===== config.mk =====
export PLATFORM = sky130hd
export DESIGN_NAME = ptr_reg_target
export DESIGN_NICKNAME = d
export VERILOG_FILES = /design/src/rtl/ptr_reg_pkg.sv /design/src/rtl/ptr_reg_sync.sv /design/src/rtl/ptr_reg_ctrl.sv /design/src/rtl/ptr_reg_dp.sv /design/src/rtl/ptr_reg_target.sv
export SDC_FILE = /design/constraint.sdc
export NUM_CORES = 1
export LEC_CHECK = 0
export CAP_MARGIN = 25
export CORE_ASPECT_RATIO = 0.7
export CORE_MARGIN = 2
export CORE_UTILIZATION = 25
export DETAILED_ROUTE_END_ITERATION = 10
export DONT_BUFFER_PORTS = 1
export HOLD_SLACK_MARGIN = 0.1
export PLACE_DENSITY = 0.4
export RECOVER_POWER = 25
export SYNTH_ARGS = -nofsm -noshare
export SYNTH_HDL_FRONTEND = slang
export SYNTH_SLANG_ARGS = --single-unit

===== constraint.sdc =====
create_clock -name clk -period 1.8 [get_ports clk]
set_input_delay 0.36 -clock clk [delete_from_list [all_inputs] [get_ports clk]]
set_output_delay 0.36 -clock clk [all_outputs]
set_load 0.02 [all_outputs]

===== src/rtl/ptr_reg_pkg.sv =====
package ptr_reg_pkg;

  typedef enum logic [2:0] {
    ST_IDLE,
    ST_RX,
    ST_ACK,
    ST_TX,
    ST_MACK,
    ST_HOLD
  } busState_t;

  typedef struct packed {
    logic rxShift;
    logic loadCmd;
    logic writeReg;
    logic loadTx;
    logic txShift;
  } dpStrobe_t;

endpackage


===== src/rtl/ptr_reg_sync.sv =====
module ptr_reg_sync #(
  parameter int W = 1,
  parameter bit RST_HIGH = 1'b0
) (
  input  logic         clk,
  input  logic         rstN,
  input  logic [W-1:0] din,
  output logic [W-1:0] dout
);
  localparam logic [W-1:0] RST_VAL = RST_HIGH ? {W{1'b1}} : {W{1'b0}};

  logic [W-1:0] stage1;

  always_ff @(posedge clk or negedge rstN) begin
    if (!rstN) begin
      stage1 <= RST_VAL;
      dout   <= RST_VAL;
    end else begin
      stage1 <= din;
      dout   <= stage1;
    end
  end
endmodule


===== src/rtl/ptr_reg_ctrl.sv =====
module ptr_reg_ctrl
  import ptr_reg_pkg::*;
#(
  parameter int DATA_W = 8,
  parameter int ADDR_W = 7
) (
  input  logic              clk,
  input  logic              rstN,
  input  logic              sclSync,
  input  logic              sdaSync,
  input  logic [ADDR_W-1:0] devAddr,
  input  logic [DATA_W-1:0] rxByte,
  input  logic              txBit,
  output dpStrobe_t         strobe,
  output logic              sdaDrvLow,
  output logic              stopDet
);
  localparam int CNT_W = $clog2(DATA_W + 1);
  localparam logic [CNT_W-1:0] FULL = CNT_W'(DATA_W);

  busState_t       state;
  logic [CNT_W-1:0] bitCnt;
  logic            sclPrev, sdaPrev;
  logic            isAddr, isRead, cmdNext, mAck;
  logic            sclRise, sclFall, startDet;

  always_ff @(posedge clk or negedge rstN) begin
    if (!rstN) begin
      sclPrev <= 1'b1;
      sdaPrev <= 1'b1;
    end else begin
      sclPrev <= sclSync;
      sdaPrev <= sdaSync;
    end
  end

  assign sclRise  = sclSync & ~sclPrev;
  assign sclFall  = ~sclSync & sclPrev;
  assign startDet = sclSync & sclPrev & sdaPrev & ~sdaSync;
  assign stopDet  = sclSync & sclPrev & ~sdaPrev & sdaSync;

  // strobes toward the datapath
  always_comb begin
    strobe = '0;
    unique case (state)
      ST_RX: begin
        strobe.rxShift = sclRise && (bitCnt < FULL);
        if (sclFall && bitCnt == FULL && !isAddr) begin
          strobe.loadCmd  = cmdNext;
          strobe.writeReg = !cmdNext;
        end
      end
      ST_ACK:  strobe.loadTx  = sclFall && isRead;
      ST_TX:   strobe.txShift = sclFall && bitCnt != FULL;
      ST_MACK: strobe.loadTx  = sclFall && mAck;
      default: ;
    endcase
  end

  always_ff @(posedge clk or negedge rstN) begin
    if (!rstN) begin
      state   <= ST_IDLE;
      bitCnt  <= '0;
      isAddr  <= 1'b0;
      isRead  <= 1'b0;
      cmdNext <= 1'b0;
      mAck    <= 1'b0;
    end else if (startDet) begin
      state  <= ST_RX;
      bitCnt <= '0;
      isAddr <= 1'b1;
      isRead <= 1'b0;
    end else if (stopDet) begin
      state <= ST_IDLE;
    end else begin
      unique case (state)
        ST_RX: begin
          if (sclRise && bitCnt < FULL) bitCnt <= bitCnt + 1'b1;
          if (sclFall && bitCnt == FULL) begin
            bitCnt <= '0;
            isAddr <= 1'b0;
            if (isAddr) begin
              if (rxByte[DATA_W-1 -: ADDR_W] == devAddr) begin
                state   <= ST_ACK;
                isRead  <= rxByte[0];
                cmdNext <= ~rxByte[0];
              end else begin
                state <= ST_IDLE;
              end
            end else begin
              cmdNext <= 1'b0;
              state   <= ST_ACK;
            end
          end
        end
        ST_ACK: begin
          if (sclFall) begin
            bitCnt <= '0;
            state  <= isRead ? ST_TX : ST_RX;
          end
        end
        ST_TX: begin
          if (sclRise) bitCnt <= bitCnt + 1'b1;
          if (sclFall && bitCnt == FULL) begin
            bitCnt <= '0;
            state  <= ST_MACK;
          end
        end
        ST_MACK: begin
          if (sclRise) mAck <= ~sdaSync;
          if (sclFall) state <= mAck ? ST_TX : ST_HOLD;
        end
        default: ;
      endcase
    end
  end

  assign sdaDrvLow = (state == ST_ACK) || (state == ST_TX && !txBit);
endmodule


===== src/rtl/ptr_reg_dp.sv =====
module ptr_reg_dp
  import ptr_reg_pkg::*;
#(
  parameter int DATA_W = 8,
  parameter int NUM_IN = 2,
  parameter int NUM_RW = 8,
  parameter int PTR_W  = 4
) (
  input  logic                     clk,
  input  logic                     rstN,
  input  dpStrobe_t                strobe,
  input  logic                     sdaSync,
  input  logic [NUM_IN*DATA_W-1:0] capSync,
  output logic [DATA_W-1:0]        rxByte,
  output logic                     txBit,
  output logic [NUM_RW*DATA_W-1:0] regOut,
  output logic [PTR_W-1:0]         ptr,
  output logic                     ai
);
  localparam int NUM_REGS = NUM_IN + NUM_RW;
  localparam int SLOTS    = 1 << PTR_W;
  localparam logic [PTR_W-1:0] LAST = PTR_W'(NUM_REGS - 1);

  logic [DATA_W-1:0] rxReg, txReg, rdByte;
  logic [DATA_W-1:0] rwReg [NUM_RW];
  logic [DATA_W-1:0] rdArr [SLOTS];
  logic              stepPtr;

  always_ff @(posedge clk or negedge rstN) begin
    if (!rstN)               rxReg <= '0;
    else if (strobe.rxShift) rxReg <= {rxReg[DATA_W-2:0], sdaSync};
  end
  assign rxByte = rxReg;

  // pointer and auto-step flag
  assign stepPtr = ai && (strobe.writeReg || strobe.loadTx);
  always_ff @(posedge clk or negedge rstN) begin
    if (!rstN) begin
      ptr <= '0;
      ai  <= 1'b0;
    end else if (strobe.loadCmd) begin
      ptr <= rxReg[PTR_W-1:0];
      ai  <= rxReg[PTR_W];
    end else if (stepPtr) begin
      ptr <= (ptr == LAST) ? '0 : ptr + 1'b1;
    end
  end

  // read/write bank, one slot per generate step
  for (genvar k = 0; k < NUM_RW; k++) begin : g_rw
    always_ff @(posedge clk or negedge rstN) begin
      if (!rstN) rwReg[k] <= '0;
      else if (strobe.writeReg && ptr == PTR_W'(k + NUM_IN)) rwReg[k] <= rxReg;
    end
    assign regOut[k*DATA_W +: DATA_W] = rwReg[k];
  end

  // read view of every pointer value
  for (genvar s = 0; s < SLOTS; s++) begin : g_rd
    if (s < NUM_IN) begin : g_cap
      assign rdArr[s] = capSync[s*DATA_W +: DATA_W];
    end else if (s < NUM_REGS) begin : g_reg
      assign rdArr[s] = rwReg[s-NUM_IN];
    end else begin : g_none
      assign rdArr[s] = '0;
    end
  end
  assign rdByte = rdArr[ptr];

  always_ff @(posedge clk or negedge rstN) begin
    if (!rstN)               txReg <= '1;
    else if (strobe.loadTx)  txReg <= rdByte;
    else if (strobe.txShift) txReg <= {txReg[DATA_W-2:0], 1'b1};
  end
  assign txBit = txReg[DATA_W-1];
endmodule


===== src/rtl/ptr_reg_target.sv =====
module ptr_reg_target
  import ptr_reg_pkg::*;
#(
  parameter int DATA_W = 8,
  parameter int ADDR_W = 7,
  parameter int NUM_IN = 2,
  parameter int NUM_RW = 8
) (
  input  logic                     clk,
  input  logic                     rstN,
  input  logic                     sclIn,
  input  logic                     sdaIn,
  output logic                     sdaDrvLow,
  input  logic [ADDR_W-1:0]        devAddr,
  input  logic [NUM_IN*DATA_W-1:0] capIn,
  output logic [NUM_RW*DATA_W-1:0] regOut
);
  localparam int PTR_W = 4;

  logic             sclSync, sdaSync, stopDet, ai, txBit;
  logic [NUM_IN*DATA_W-1:0] capSync;
  logic [DATA_W-1:0] rxByte;
  logic [PTR_W-1:0] ptr;
  dpStrobe_t        strobe;

  ptr_reg_sync #(.W(2), .RST_HIGH(1'b1)) u_busSync (
    .clk(clk), .rstN(rstN), .din({sclIn, sdaIn}), .dout({sclSync, sdaSync})
  );

  ptr_reg_sync #(.W(NUM_IN*DATA_W), .RST_HIGH(1'b0)) u_capSync (
    .clk(clk), .rstN(rstN), .din(capIn), .dout(capSync)
  );

  ptr_reg_ctrl #(.DATA_W(DATA_W), .ADDR_W(ADDR_W)) u_ctrl (
    .clk(clk), .rstN(rstN), .sclSync(sclSync), .sdaSync(sdaSync),
    .devAddr(devAddr), .rxByte(rxByte), .txBit(txBit),
    .strobe(strobe), .sdaDrvLow(sdaDrvLow), .stopDet(stopDet)
  );

  ptr_reg_dp #(.DATA_W(DATA_W), .NUM_IN(NUM_IN), .NUM_RW(NUM_RW), .PTR_W(PTR_W)) u_dp (
    .clk(clk), .rstN(rstN), .strobe(strobe), .sdaSync(sdaSync),
    .capSync(capSync), .rxByte(rxByte), .txBit(txBit),
    .regOut(regOut), .ptr(ptr), .ai(ai)
  );
endmodule


Word level (Yosys, flattened, before mapping)
Index checks and enable logic that the tools add are counted.
{"block": "classes", "mux": 43, "magnitude_cmp": 2, "n_addsub": 2, "n_bitwise": 15, "reduce_logical": 35, "n_eq_ne": 24}
{"operator": "two-way mux 4 bit", "count": 10}
{"operator": "binary-select mux 8 bit (select 4 bit)", "count": 1}
{"operator": "two-way mux 8 bit", "count": 4}
{"operator": "two-way mux 3 bit", "count": 8}
{"operator": "AND reduction 5 bit", "count": 4}
{"operator": "== test 4 x 3 -> 1 bit, second input constant", "count": 4}
{"operator": "logical AND 1 bit", "count": 16}
{"operator": "!= test 4 x 2 -> 1 bit, second input constant", "count": 4}
{"operator": "two-way mux 1 bit", "count": 13}
{"operator": "== test 4 bit, second input constant", "count": 3}
{"operator": "case mux 3 bit (4 select lines)", "count": 1}
{"operator": "case mux 4 bit (3 select lines)", "count": 1}
{"operator": "nonzero test 2 bit", "count": 6}
{"operator": "adder 4 x 1 -> 4 bit, second input constant", "count": 2}
{"operator": "== test 4 x 2 -> 1 bit, second input constant", "count": 2}
{"operator": "two-way mux 2 bit", "count": 4}
{"operator": "!= test 4 x 1 -> 1 bit, second input constant", "count": 2}
{"operator": "AND 1 bit", "count": 7}
{"operator": "== test 7 bit", "count": 1}
{"operator": "NOT 1 bit", "count": 7}
{"operator": "== test 3 x 2 -> 1 bit, second input constant", "count": 2}
{"operator": "nonzero test 6 bit", "count": 1}
{"operator": ">= comparator 5 bit, second input constant", "count": 1}
{"operator": "NOT 4 -> 5 bit", "count": 1}
{"operator": "13 further kinds", "count": 16}
{"block": "totals", "output_inout_bits": 65, "in_bits": 27, "word_cells": 145, "regBits": 134}

Longest topological paths before layout
Gate-level depths: netlist (run 1).
{"block": "logic_depth", "depth_word": 10, "ltp_mapped": 8}

Cells and area by module
From an unflattened synthesis (run 1), not the netlist that was laid out.
{"block": "unflattened", "cells_unflattened": 429, "area_unflattened_um2": 6020.8}
{"module": "ptr_reg_dp", "area_per_inst_um2": 4091.4, "cells_each": 279, "seq_area_each_um2": 2137.0, "n_inst": 1}
{"module": "ptr_reg_ctrl", "area_per_inst_um2": 1023.5, "cells_each": 114, "seq_area_each_um2": 327.8, "n_inst": 1}
{"module": "ptr_reg_sync (u_capSync)", "area_per_inst_um2": 800.8, "cells_each": 32, "seq_area_each_um2": 800.8, "n_inst": 1}
{"module": "ptr_reg_sync (u_busSync)", "area_per_inst_um2": 105.1, "cells_each": 4, "seq_area_each_um2": 105.1, "n_inst": 1}

Least setup slack after synthesis (run 1)
No wires, ideal clock.
{"block": "synth_timing", "kind": "register -> register", "startpoint": "register u_ctrl.bitCnt[0]", "endpoint": "register u_dp.rwReg (netlist bit u_dp.regOut[48])", "stages_incl_launch_ff": 9, "n_path_buf": 2, "period_less_slack_ns": 1.959, "setup_time_ns": 0.125, "path_slack_ns": -0.159, "t_required_ns": 1.675, "arrival_time_ns": 1.833, "path_cell_list": "dfrtp_1 -> inv_1 -> ha_1 -> and3b_1 -> buf_2 -> nand4_4 -> or3_1 -> buf_6 -> mux2_4"}
{"block": "synth_between", "elab_chain_len": 6}
{"item": "start: declaration", "line": "ptr_reg_ctrl.sv:22", "text": "logic [CNT_W-1:0] bitCnt;"}
{"item": "start signal: assignment", "line": "ptr_reg_ctrl.sv:78", "text": "if (sclRise && bitCnt < FULL) bitCnt <= bitCnt + 1'b1;"}
{"item": "start signal: assignment", "line": "ptr_reg_ctrl.sv:103", "text": "if (sclRise) bitCnt <= bitCnt + 1'b1;"}
{"item": "== test 4 bit", "line": "ptr_reg_ctrl.sv:48", "text": "if (sclFall && bitCnt == FULL && !isAddr) begin"}
{"item": "logical AND 1 bit (2 in a row)", "line": "ptr_reg_ctrl.sv:48"}
{"item": "two-way mux 2 bit", "line": "ptr_reg_ctrl.sv:48"}
{"item": "two-way mux 3 bit", "line": "ptr_reg_ctrl.sv:45", "text": "unique case (state)"}
{"item": "logical AND 1 bit", "line": "ptr_reg_dp.sv:53", "text": "else if (strobe.writeReg && ptr == PTR_W'(k + NUM_IN)) rwReg[k] <= rxReg;"}
{"item": "end signal: indexed assignment", "line": "ptr_reg_dp.sv:53"}
{"item": "end: declaration", "line": "ptr_reg_dp.sv:25", "text": "logic [DATA_W-1:0] rwReg [NUM_RW];"}
No other way between the ends.
A chain may end at the register's enable or synchronous reset.

Worst setup path in the final report (run 1)
{"block": "layout_timing", "startpoint": "register u_ctrl.bitCnt[0]", "endpoint": "register u_dp.rwReg (netlist bit u_dp.regOut[39])"}
The elaborated chain is that of the path after synthesis.

==> impl_metrics.xml, run 1 <==
<?xml version="1.0" encoding="UTF-8"?>
<metrics>
  <group name="synth">
    <metric name="post_synth_and_or_nand_nor_area_fraction" unit="%">10.0</metric>
    <metric name="synth_mux_area_share" unit="%">22.9</metric>
    <metric name="synth_seq_area_share" unit="%">55.5</metric>
    <metric name="cell_variety_after_synth" unit="">52</metric>
    <metric name="yosysTopAreaCellShare" unit="%">49.4</metric>
    <metric name="synth_edf_count" unit="">0</metric>
    <metric name="synth_compound_area_share" unit="%">6.71</metric>
    <metric name="ys_warn_count" unit="">0</metric>
    <metric name="synth.largest_area_cell" unit="">dfrtp_1</metric>
    <metric name="synth_adder_area_share" unit="%">0.412</metric>
    <metric name="syn-num-nets" unit="">492</metric>
    <metric name="synth_top_family_by_area" unit="">multiplexers</metric>
    <metric name="synth_top_cells_by_area" unit="">dfrtp_1 (49%), mux2_4 (7.9%), mux2_2 (7.8%)</metric>
    <metric name="postSynth.topFlopCell" unit="">dfrtp_1</metric>
    <metric name="synthesis.area" unit="mm²">0.00608</metric>
    <metric name="area_share_of_xor_xnor_cells_in_the_synthesized_design" unit="%">1.44</metric>
    <metric name="syn_avg_cell_area" unit="µm²">13.1</metric>
    <metric name="async_flop_share" unit="%">100</metric>
    <metric name="synth.ff_latch_count" unit="">134</metric>
    <metric name="syn-instance-count" unit="">463</metric>
  </group>
  <group name="detailed_routing">
    <metric name="avgRoutedWirePerCell" unit="µm">19.4</metric>
    <metric name="routed-via-count" unit="">4049</metric>
    <metric name="top_layer_used" unit="">met4</metric>
    <metric name="remaining_design_rule_violation_count" unit="">0</metric>
    <metric name="detail_route.first_pass.iterations" unit="">4</metric>
    <metric name="antenna_left" unit="">0</metric>
    <metric name="met3_length" unit="µm">1190</metric>
    <metric name="routed_wirelength" unit="µm">16900</metric>
    <metric name="detail_route.iter0.violations" unit="">217</metric>
    <metric name="detail_route.wirelength.met1" unit="µm">7850</metric>
    <metric name="dr_wl_met2" unit="µm">7610</metric>
    <metric name="via_per_inst" unit="">4.66</metric>
  </group>
  <group name="sta">
    <metric name="worst-slew-pin-transition" unit="ns">0.530</metric>
    <metric name="rsz_0062_raised_after_global_routing" unit="">yes</metric>
    <metric name="fmax" unit="GHz">0.520</metric>
    <metric name="setup_viol" unit="">74</metric>
    <metric name="worst_case_clock_skew" unit="ns">0.00902</metric>
    <metric name="period_share" unit="%">107</metric>
    <metric name="setup_ws" unit="ns">-0.124</metric>
    <metric name="finalHoldViolations" unit="">134</metric>
    <metric name="max-slew-margin-rel" unit="%">64.7</metric>
    <metric name="period_minus_slack" unit="ns">1.92</metric>
    <metric name="worst_hold_slack" unit="ns">-0.369</metric>
    <metric name="report.final.slew_viol_count" unit="">0</metric>
  </group>
  <group name="power_and_ir_drop">
    <metric name="static-leakage-power" unit="nW">3.48</metric>
    <metric name="power-per-cell-area" unit="mW/mm²">970</metric>
    <metric name="max_ir_drop_vdd" unit="mV">0.633</metric>
  </group>
  <group name="clock_network">
    <metric name="cts.reportedPaths.clkPinSlew" unit="ns">0.06</metric>
    <metric name="cts_hold_buf" unit="">18</metric>
    <metric name="clock_insertion_delay_worst_skew" unit="ns">0.42</metric>
    <metric name="clock-sinks" unit="">134</metric>
    <metric name="clockRootBuffer" unit="">clkbuf_16</metric>
    <metric name="clock_tree.buffer_depth" unit="">2</metric>
    <metric name="number_of_levels_the_h_tree_was_split_into" unit="">4</metric>
    <metric name="tritoncts" unit="">built</metric>
    <metric name="cts-buffers-inserted" unit="">17</metric>
  </group>
  <group name="placement">
    <metric name="placed_cell_area" unit="mm²">0.00686</metric>
    <metric name="place.detailed.hpwl" unit="µm">11900</metric>
    <metric name="dpl.cell_count" unit="">815</metric>
    <metric name="gp_congestion" unit="">0.765</metric>
    <metric name="io_buffer_count" unit="">0</metric>
  </group>
  <group name="finish">
    <metric name="layoutNonFillerInstCount" unit="">869</metric>
    <metric name="final_area" unit="mm²">0.00795</metric>
    <metric name="share_of_final_layout_standard_cells_stronger_than_drive_strength_1" unit="%">41.2</metric>
    <metric name="area_growth" unit="%">30.8</metric>
    <metric name="nFillCells" unit="">2373</metric>
    <metric name="nNetsFinal" unit="">568</metric>
    <metric name="antenna_diodes" unit="">0</metric>
  </group>
  <group name="floorplan">
    <metric name="die_width" unit="µm">190</metric>
    <metric name="initial_core_util" unit="%">25.6</metric>
    <metric name="top_level_ports" unit="">92</metric>
    <metric name="rows" unit="">47</metric>
    <metric name="design.die.area" unit="mm²">0.0256</metric>
    <metric name="die_height" unit="µm">134</metric>
    <metric name="core" unit="mm²">0.0238</metric>
  </group>
  <group name="flow_run">
    <metric name="total_of_max_cap_violations" unit="">0</metric>
  </group>
  <group name="worst_setup_path">
    <metric name="arrival" unit="ns">2.23</metric>
    <metric name="crit_required" unit="ns">2.10</metric>
    <metric name="r2r-start" unit="">u_ctrl.bitCnt[0]</metric>
    <metric name="timing.critical_path.slowest_cell_delay" unit="ns">0.38</metric>
    <metric name="cp_top_family" unit="">simple AND/OR/NAND/NOR gates</metric>
    <metric name="critical-path-slowest-cell" unit="">dfrtp_1</metric>
    <metric name="path_buf_inv" unit="">2</metric>
    <metric name="timing.rr.end" unit="">u_dp.regOut[39]</metric>
    <metric name="crit_cells" unit="">7</metric>
    <metric name="critical_path.cell_chain" unit="">inv_1 -&gt; ha_1 -&gt; and3b_2 -&gt; nand4_4 -&gt; or3_4 -&gt; buf_12 -&gt; mux2_4</metric>
    <metric name="rr_worst_depth" unit="">7</metric>
    <metric name="crit_path_end_kind" unit="">register</metric>
    <metric name="timing_worst_setup_path_type" unit="">register to register</metric>
    <metric name="worstPathMaxFanout" unit="">7</metric>
    <metric name="setup.worst_path.start_class" unit="">register</metric>
    <metric name="ff2ff_setup_slack" unit="ns">-0.12</metric>
  </group>
  <group name="grt">
    <metric name="grt_first_pass_wirelength" unit="µm">26200</metric>
    <metric name="initial_antenna_violation_count" unit="">0</metric>
    <metric name="grt_start_max_net_pins" unit="">135</metric>
    <metric name="first_global_vias" unit="">4200</metric>
    <metric name="grt_overflow" unit="">0</metric>
    <metric name="track_usage" unit="%">13.7</metric>
  </group>
  <group name="hold_path">
    <metric name="min-delay-path-class" unit="">input port to async pin</metric>
  </group>
  <group name="run_status">
    <metric name="violated_checks" unit="">hold timing, setup timing</metric>
    <metric name="status" unit="">finished with violations</metric>
  </group>
</metrics>
where the power goes:
part	leakage [nW]	internal (W)	switching, W
registers	1.73	0.00325	0.000137
logic	1.45	0.000286	0.000324
clock network	0.296	0.00233	0.00139
state kept, by name, summed over array words and instances, names as in the netlist, 2 cells and up:
name	count
u_capSync.dout	16
u_busSync.dout	2
u_ctrl.state	3
u_ctrl.bitCnt	4
u_dp.txReg	8
u_dp.regOut	64
u_capSync.stage1	16
u_dp.ptr	4
u_dp.rxByte	8
u_busSync.stage1	2
cell usage in the layout (no fill, tap or decap), types with 3 or more instances in the layout:
cell	Yosys	routed
a21oi_1	11	7
buf_12	0	8
buf_4	2	53
buf_6	6	6
bufinv_16	0	4
clkbuf_16	0	17
clkinv_4	0	3
clkinvlp_4	0	3
dfrtp_1	120	118
dfstp_2	14	14
dlygate4sd3_1	0	18
inv_1	4	4
inv_6	0	3
mux2_2	42	34
mux2_4	32	40
mux2i_1	39	39
nand2_1	25	23
nand3_1	10	10
nand3b_1	3	3
nor2_1	28	26
nor2b_1	5	4
nor4_1	8	4
nor4_4	1	4
o21ai_0	11	11
o22ai_1	14	12
o31ai_1	8	8
or3_4	0	3
xnor2_1	6	6
xor2_1	4	4
how the worst max path moves through the flow:
stage	slack, ns	endpoint	startpoint
floorplan	-0.12	u_dp.regOut[0]	u_ctrl.bitCnt[0]
global placement	-0.33	u_dp.regOut[25]	u_ctrl.bitCnt[0]
detailed placement	-0.34	u_dp.regOut[27]	u_ctrl.bitCnt[0]
CTS	-0.18	u_dp.regOut[45]	u_ctrl.bitCnt[0]
global route	-0.23	u_dp.ptr[0]	u_ctrl.bitCnt[0]
finish	-0.12	u_dp.regOut[39]	u_ctrl.bitCnt[0]
area by class of cell:
type	count	area (µm²)	share of cell area (%)
clock inverter	14	200	2.52
multi-input combinational	296	2730	34.3
inverter	5	18.8	0.236
clock buffer	17	425	5.35
tap	318	398	5.00
sequential	134	3370	42.4
timing repair buffer	85	806	10.1
routing by layer:
layer / global-route usage (%) / vias up
met5: 0 / -
met4: 3.62 / 0
met3: 5.18 / 16
met2: 20.5 / 100
met1: 18.5 / 2094
li1: - / 1839
repair_timing:
item / 4_1_cts / 5_1_grt
gates resized for setup: 30 / 22
gates cloned: 0 / 0
endpoints found under the setup margin: 83 / 85
endpoints found under the hold margin: 152 / 134
setup buffers: 4 / 3
pin swaps: 9 / 11
kinds of logic (layout without fill, tap and decap cells):
group | count (synthesis) | after routing
AOI/OAI and AO/OA | 61 | 61
and+or+nand+nor | 108 | 108
muxes | 115 | 115
adders and majority gates | 2 | 2
xor gates and xnor gates | 10 | 10
DFF | 134 | 134
buffers and inverters | 33 | 121
synth_stat cells, types with 4 or more instances:
| master | instances |
|---|---|
| nand2b_1 | 4 |
| or3_1 | 5 |
| o22ai_1 | 14 |
| nand2_1 | 25 |
| nor4_1 | 8 |
| xor2_1 | 4 |
| nand3_1 | 10 |
| buf_6 | 6 |
| xnor2_1 | 6 |
| mux2_4 | 32 |
| dfrtp_1 | 120 |
| dfstp_2 | 14 |
| inv_1 | 4 |
| nor2b_1 | 5 |
| clkbuf_1 | 11 |
| nor2_1 | 28 |
| mux2_2 | 42 |
| buf_2 | 9 |
| mux2i_1 | 39 |
| o31ai_1 | 8 |
| o21ai_0 | 11 |
| a21oi_1 | 11 |
through the flow:
step           utilization (%)  setup WS (ns)  power, W  TNS, ns
2_1_floorplan                -         -0.124   0.00371    -5.25
3_3_place_gp              28.9         -0.331   0.00396   -14.25
3_5_place_dp              28.9         -0.343   0.00397   -16.36
4_1_cts                   33.0         -0.179   0.00779   -10.78
5_1_grt                   33.5         -0.227   0.00803   -14.25
6_report                  33.5         -0.124   0.00771    -6.75
Note: power is estimated with default switching activity, not from simulation.
==> run 2, diff against run 1 <==
==> constraint.sdc (replaced) <==
create_clock -name clk -period 1.8 [get_ports clk]
set_input_delay 0.09 -clock clk [delete_from_list [all_inputs] [get_ports clk]]
set_output_delay 0.09 -clock clk [all_outputs]
set_load 0.02 [all_outputs]
==> run 2 against run 1 <==
The run still ends with hold timing, setup timing left; clock skew about the same; global-route usage about the same; die area unchanged; sequential power about the same; sequential cell count unchanged; total power about the same; clock power about the same; hold slack worse by 0.27 ns; register-to-register slack worse by 0.02 ns; critical path depth down 2; wire length up 0.21%; non-clock buffer count down 3; highest routed layer unchanged.
==> impl_metrics.xml, run 2 (synthesized netlist as in run 1, its figures left out) <==
<?xml version="1.0" encoding="UTF-8"?>
<metrics>
  <group name="worst_setup_path">
    <metric name="timing_worst_setup_path_type" unit="">register to register</metric>
    <metric name="setup.worst_path.start_class" unit="">register</metric>
    <metric name="path_buf_inv" unit="">1</metric>
    <metric name="worstPathMaxFanout" unit="">7</metric>
    <metric name="arrival" unit="ns">2.25</metric>
    <metric name="r2r-start" unit="">u_ctrl.state[2]</metric>
    <metric name="ff2ff_setup_slack" unit="ns">-0.15</metric>
    <metric name="crit_path_start" unit="">u_ctrl.state[2]</metric>
    <metric name="critical_path.cell_chain" unit="">nor4_4 -&gt; nand4_4 -&gt; or3_4 -&gt; buf_12 -&gt; mux2_4</metric>
    <metric name="cp_top_family" unit="">simple AND/OR/NAND/NOR gates</metric>
    <metric name="timing.critical_path.slowest_cell_delay" unit="ns">0.42</metric>
    <metric name="crit_required" unit="ns">2.10</metric>
    <metric name="crit_path_end_kind" unit="">register</metric>
    <metric name="critical-path-slowest-cell" unit="">dfrtp_1</metric>
  </group>
  <group name="clock_network">
    <metric name="cts_hold_buf" unit="">18</metric>
    <metric name="tritoncts" unit="">built</metric>
    <metric name="clock-sinks" unit="">134</metric>
    <metric name="clock_insertion_delay_worst_skew" unit="ns">0.42</metric>
    <metric name="cts-buffers-inserted" unit="">17</metric>
    <metric name="cts.reportedPaths.clkPinSlew" unit="ns">0.06</metric>
    <metric name="clockRootBuffer" unit="">clkbuf_16</metric>
    <metric name="clock_tree.buffer_depth" unit="">2</metric>
    <metric name="number_of_levels_the_h_tree_was_split_into" unit="">4</metric>
  </group>
  <group name="floorplan">
    <metric name="rows" unit="">47</metric>
    <metric name="initial_core_util" unit="%">25.6</metric>
    <metric name="top_level_ports" unit="">92</metric>
    <metric name="die_height" unit="µm">134</metric>
    <metric name="design.die.area" unit="mm²">0.0256</metric>
    <metric name="core" unit="mm²">0.0238</metric>
    <metric name="die_width" unit="µm">190</metric>
  </group>
  <group name="run_status">
    <metric name="status" unit="">finished with violations</metric>
    <metric name="violated_checks" unit="">hold timing, setup timing</metric>
  </group>
  <group name="sta">
    <metric name="report.final.slew_viol_count" unit="">0</metric>
    <metric name="setup_ws" unit="ns">-0.147</metric>
    <metric name="worst_hold_slack" unit="ns">-0.636</metric>
    <metric name="worst-slew-pin-transition" unit="ns">0.391</metric>
    <metric name="period_minus_slack" unit="ns">1.95</metric>
    <metric name="setup_viol" unit="">72</metric>
    <metric name="fmax" unit="GHz">0.514</metric>
    <metric name="worst_case_clock_skew" unit="ns">0.00866</metric>
    <metric name="period_share" unit="%">108</metric>
    <metric name="finalHoldViolations" unit="">134</metric>
    <metric name="finalSetupTns" unit="ns">-7.57</metric>
    <metric name="max-slew-margin-rel" unit="%">74.0</metric>
    <metric name="rsz_0062_raised_after_global_routing" unit="">yes</metric>
  </group>
  <group name="detailed_routing">
    <metric name="antenna_left" unit="">0</metric>
    <metric name="detail_route.iter0.violations" unit="">218</metric>
    <metric name="via_per_inst" unit="">4.65</metric>
    <metric name="routed-via-count" unit="">4026</metric>
    <metric name="detail_route.first_pass.iterations" unit="">4</metric>
    <metric name="remaining_design_rule_violation_count" unit="">0</metric>
    <metric name="routed_wirelength" unit="µm">16900</metric>
    <metric name="avgRoutedWirePerCell" unit="µm">19.5</metric>
  </group>
  <group name="grt">
    <metric name="grt_overflow" unit="">0</metric>
    <metric name="grt_first_pass_wirelength" unit="µm">26200</metric>
    <metric name="first_global_vias" unit="">4201</metric>
    <metric name="track_usage" unit="%">13.7</metric>
    <metric name="initial_antenna_violation_count" unit="">0</metric>
    <metric name="grt_start_max_net_pins" unit="">135</metric>
  </group>
  <group name="finish">
    <metric name="nNetsFinal" unit="">565</metric>
    <metric name="final_common_cell" unit="">dfrtp_1</metric>
    <metric name="area_growth" unit="%">30.3</metric>
    <metric name="antenna_diodes" unit="">0</metric>
    <metric name="leading_cell_types_in_the_layout_fill_and_taps_excluded" unit="">dfrtp_1 (119), buf_4 (52), mux2_4 (41), mux2i_1 (39), mux2_2 (33)</metric>
    <metric name="final_area" unit="mm²">0.00792</metric>
    <metric name="largest_reg_flops" unit="">64</metric>
    <metric name="share_of_final_layout_standard_cells_stronger_than_drive_strength_1" unit="%">40.7</metric>
  </group>
  <group name="placement">
    <metric name="placed_cell_area" unit="mm²">0.00686</metric>
    <metric name="place.detailed.hpwl" unit="µm">11900</metric>
    <metric name="gp_congestion" unit="">0.765</metric>
    <metric name="io_buffer_count" unit="">0</metric>
  </group>
  <group name="power_and_ir_drop">
    <metric name="power-per-cell-area" unit="mW/mm²">973</metric>
    <metric name="design_power_total" unit="W">0.00770</metric>
    <metric name="max_ir_drop_vdd" unit="mV">0.628</metric>
    <metric name="static-leakage-power" unit="nW">3.46</metric>
  </group>
  <group name="flow_run">
    <metric name="total_of_max_cap_violations" unit="">0</metric>
  </group>
  <group name="hold_path">
    <metric name="min-delay-path-class" unit="">input port to async pin</metric>
  </group>
</metrics>
-- run 2: layer usage --
metal	global-route usage, %	vias to the layer above	share of wire, %
met3	5.18	17	6.8
met4	3.62	0	1.1
met5	0	-	0
li1	-	1830	-
met2	20.5	92	45
met1	18.6	2087	47
-- run 2: final timing paths --
| kind | to | cells after the start |
|---|---|---|
| hold / removal | u_dp.regOut[63] | 0 |
| setup reg to reg | u_dp.regOut[39] | 5 |
| setup / recovery | u_dp.regOut[39] | 5 |
| min in group clk | u_busSync.stage1[0] | 1 |
| max in group asynchronous | u_dp.txReg[0] | 0 |
| hold reg to reg | u_capSync.dout[1] | 0 |
-- run 2: area by class of cell --
cell class,count,area (µm²)
fillers,2379,15800
flip-flops and latches,134,3370
multi-input cells,296,2730
repair buffers,82,776
clock buffers,17,425
well taps,318,398
clock inverters,14,200
inverters,5,18.8
-- run 2: report_power, final --
part	switching (W)	internal (W)	total, W
Combinational	0.000322	0.000285	0.000606
Clock	0.00139	0.00233	0.00372
Sequential	0.000132	0.00325	0.00338
-- run 2: what timing repair did --
item,CTS,global route
gates resized for setup,29,20
buffers inserted,4,0
endpoints found under the setup margin,82,85
hold endpoints to repair,152,134
pin swaps,9,9
-- run 2: per-stage QoR --
step | std cells | hold slack, ns | setup slack [ns] | utilization, %
3_3_place_gp | 815 | -0.199 | -0.331 | 28.9
2_1_floorplan | 463 | -0.206 | -0.124 | -
5_1_grt | 866 | -0.661 | -0.234 | 33.3
6_report | 866 | -0.636 | -0.147 | 33.3
3_5_place_dp | 815 | -0.201 | -0.343 | 28.9
4_1_cts | 868 | -0.655 | -0.179 | 33.0
==> run 3, diff against run 2 <==
- CELL_PAD_IN_SITES_DETAIL_PLACEMENT: not set -> 2
- CELL_PAD_IN_SITES_GLOBAL_PLACEMENT: not set -> 2
- PLACE_DENSITY: 0.4 -> 0.52
==> run 3 against run 2 <==
The flow still finishes with violations (hold timing, setup timing); hold slack lost 0.011 ns; critical path depth grew 2; setup slack lost 0.043 ns; critical endpoint is now u_dp.regOut[36]; cell area grew 6.8%; clock-buffer cell count grew 1.
==> impl_metrics.xml, run 3 (synthesized netlist as in run 1, its figures left out) <==
<?xml version="1.0" encoding="UTF-8"?>
<metrics>
  <group name="clock_network">
    <metric name="tritoncts" unit="">built</metric>
    <metric name="clock_insertion_delay_worst_skew" unit="ns">0.43</metric>
    <metric name="clock-sinks" unit="">134</metric>
    <metric name="number_of_levels_the_h_tree_was_split_into" unit="">4</metric>
    <metric name="clockRootBuffer" unit="">clkbuf_16</metric>
    <metric name="clock_tree.buffer_depth" unit="">2</metric>
    <metric name="cts_hold_buf" unit="">18</metric>
    <metric name="cts-buffers-inserted" unit="">17</metric>
    <metric name="cts.reportedPaths.clkPinSlew" unit="ns">0.07</metric>
  </group>
  <group name="hold_path">
    <metric name="min-delay-path-class" unit="">input port to async pin</metric>
  </group>
  <group name="grt">
    <metric name="grt_start_max_net_pins" unit="">135</metric>
    <metric name="track_usage" unit="%">16.3</metric>
    <metric name="grt_first_pass_wirelength" unit="µm">30900</metric>
    <metric name="first_global_vias" unit="">4702</metric>
    <metric name="grt_overflow" unit="">0</metric>
    <metric name="initial_antenna_violation_count" unit="">0</metric>
  </group>
  <group name="floorplan">
    <metric name="rows" unit="">47</metric>
    <metric name="top_level_ports" unit="">92</metric>
    <metric name="core" unit="mm²">0.0238</metric>
    <metric name="design.die.area" unit="mm²">0.0256</metric>
    <metric name="initial_core_util" unit="%">25.6</metric>
    <metric name="die_height" unit="µm">134</metric>
    <metric name="die_width" unit="µm">190</metric>
  </group>
  <group name="power_and_ir_drop">
    <metric name="max_ir_drop_vdd" unit="mV">0.597</metric>
    <metric name="power-per-cell-area" unit="mW/mm²">912</metric>
    <metric name="static-leakage-power" unit="nW">3.69</metric>
  </group>
  <group name="sta">
    <metric name="worst_case_clock_skew" unit="ns">0.0147</metric>
    <metric name="fmax" unit="GHz">0.503</metric>
    <metric name="finalHoldViolations" unit="">134</metric>
    <metric name="period_share" unit="%">111</metric>
    <metric name="setup_viol" unit="">83</metric>
    <metric name="setup_ws" unit="ns">-0.190</metric>
    <metric name="worst-slew-pin-transition" unit="ns">0.442</metric>
    <metric name="max-slew-margin-rel" unit="%">70.5</metric>
    <metric name="report.final.slew_viol_count" unit="">0</metric>
    <metric name="worst_hold_slack" unit="ns">-0.647</metric>
    <metric name="period_minus_slack" unit="ns">1.99</metric>
    <metric name="rsz_0062_raised_after_global_routing" unit="">yes</metric>
  </group>
  <group name="placement">
    <metric name="dpl.cell_count" unit="">831</metric>
    <metric name="place_ws" unit="ns">-0.391</metric>
    <metric name="io_buffer_count" unit="">0</metric>
    <metric name="gp_congestion" unit="">0.795</metric>
    <metric name="place.detailed.hpwl" unit="µm">13600</metric>
  </group>
  <group name="finish">
    <metric name="nNetsFinal" unit="">594</metric>
    <metric name="final_common_cell" unit="">dfrtp_1</metric>
    <metric name="layoutNonFillerInstCount" unit="">896</metric>
    <metric name="antenna_diodes" unit="">0</metric>
    <metric name="largest_reg_flops" unit="">64</metric>
    <metric name="share_of_final_layout_standard_cells_stronger_than_drive_strength_1" unit="%">49.3</metric>
    <metric name="area_growth" unit="%">39.2</metric>
    <metric name="leading_cell_types_in_the_layout_fill_and_taps_excluded" unit="">dfrtp_1 (118), buf_4 (73), mux2_4 (57), mux2i_1 (39), nor2_1 (25)</metric>
  </group>
  <group name="detailed_routing">
    <metric name="detail_route.first_pass.iterations" unit="">4</metric>
    <metric name="routed_wirelength" unit="µm">20500</metric>
    <metric name="detail_route.iter0.violations" unit="">189</metric>
    <metric name="avgRoutedWirePerCell" unit="µm">22.9</metric>
    <metric name="remaining_design_rule_violation_count" unit="">0</metric>
    <metric name="antenna_left" unit="">0</metric>
    <metric name="via_per_inst" unit="">4.70</metric>
    <metric name="routed-via-count" unit="">4210</metric>
  </group>
  <group name="run_status">
    <metric name="violated_checks" unit="">hold timing, setup timing</metric>
    <metric name="status" unit="">finished with violations</metric>
  </group>
  <group name="worst_setup_path">
    <metric name="crit_required" unit="ns">2.11</metric>
    <metric name="timing.critical_path.slowest_cell_delay" unit="ns">0.39</metric>
    <metric name="setup.worst_path.start_class" unit="">register</metric>
    <metric name="r2r-start" unit="">u_ctrl.bitCnt[0]</metric>
    <metric name="critical_path.cell_chain" unit="">inv_2 -&gt; ha_4 -&gt; and3b_2 -&gt; nand4_4 -&gt; or3_4 -&gt; buf_12 -&gt; mux2_4</metric>
    <metric name="crit_path_end_kind" unit="">register</metric>
    <metric name="arrival" unit="ns">2.30</metric>
    <metric name="timing_worst_setup_path_type" unit="">register to register</metric>
    <metric name="crit_path_start" unit="">u_ctrl.bitCnt[0]</metric>
    <metric name="worstPathMaxFanout" unit="">7</metric>
    <metric name="critical-path-slowest-cell" unit="">or3_4</metric>
  </group>
  <group name="flow_run">
    <metric name="total_of_max_cap_violations" unit="">0</metric>
  </group>
</metrics>
-- run 3: through the flow --
stage	total power [W]	utilization [%]	hold slack [ns]	setup TNS [ns]	instance area [µm²]
2_1_floorplan	0.00371	-	-0.206	-5.25	6090
3_3_place_gp	0.00397	29.3	-0.199	-21.75	6960
3_5_place_dp	0.00401	29.3	-0.199	-23.21	6960
4_1_cts	0.00760	33.7	-0.658	-10.08	8000
5_1_grt	0.00809	35.6	-0.670	-18.05	8460
6_report	0.00772	35.6	-0.647	-12.30	8460
-- run 3: layer usage --
metal | up-vias | track usage (%) | routed length [µm]
li1 | 1874 | - | -
met4 | 0 | 3.88 | 165
met1 | 2258 | 22.0 | 9450
met5 | - | 0 | 0
met3 | 12 | 5.05 | 1080
met2 | 66 | 25.5 | 9820
-- run 3: worst paths after layout --
| path | to | slack [ns] | cells after the start |
|---|---|---|---|
| max in group asynchronous | u_dp.txReg[0] | 2.17 | 0 |
| worst min-delay path | u_dp.rxByte[7] | -0.65 | 0 |
| worst max-delay path | u_dp.regOut[36] | -0.19 | 7 |
| worst min register to register | u_capSync.dout[4] | 0.35 | 0 |
| worst max register to register | u_dp.regOut[36] | -0.19 | 7 |
| min in group clk | u_busSync.stage1[0] | 0.20 | 1 |
-- run 3: worst max-delay path: cells and delay by family, from the launching register on --
kind / cells / cell delay [ns]
adders and majority gates: 1 / 0.12
buffers and inverters: 2 / 0.23
DFF: 1 / 0.38
muxes: 1 / 0.29
and+or+nand+nor: 3 / 0.85
-- run 3: where the power goes --
part	internal [W]	switching, W
sequential	0.00325	0.000143
combinational	0.000373	0.000463
clock	0.00198	0.00151
-- run 3: final cells by class --
cell class / instances / area (µm²)
Clock buffer: 18 / 439
Multi-Input combinational cell: 296 / 3040
Inverter: 5 / 18.8
Clock inverter: 14 / 139
Timing Repair Buffer: 111 / 1050
Fill cell: 2442 / 15300
Sequential cell: 134 / 3370
Tap cell: 318 / 398
-- run 3: what timing repair did --
action                                  4_1_cts  5_1_grt
pin swaps                                     7       16
gates cloned                                  0        1
endpoints found under the setup margin       83       85
endpoints found under the hold margin       152      134
setup buffers                                 4       11
resized for setup                            55       74
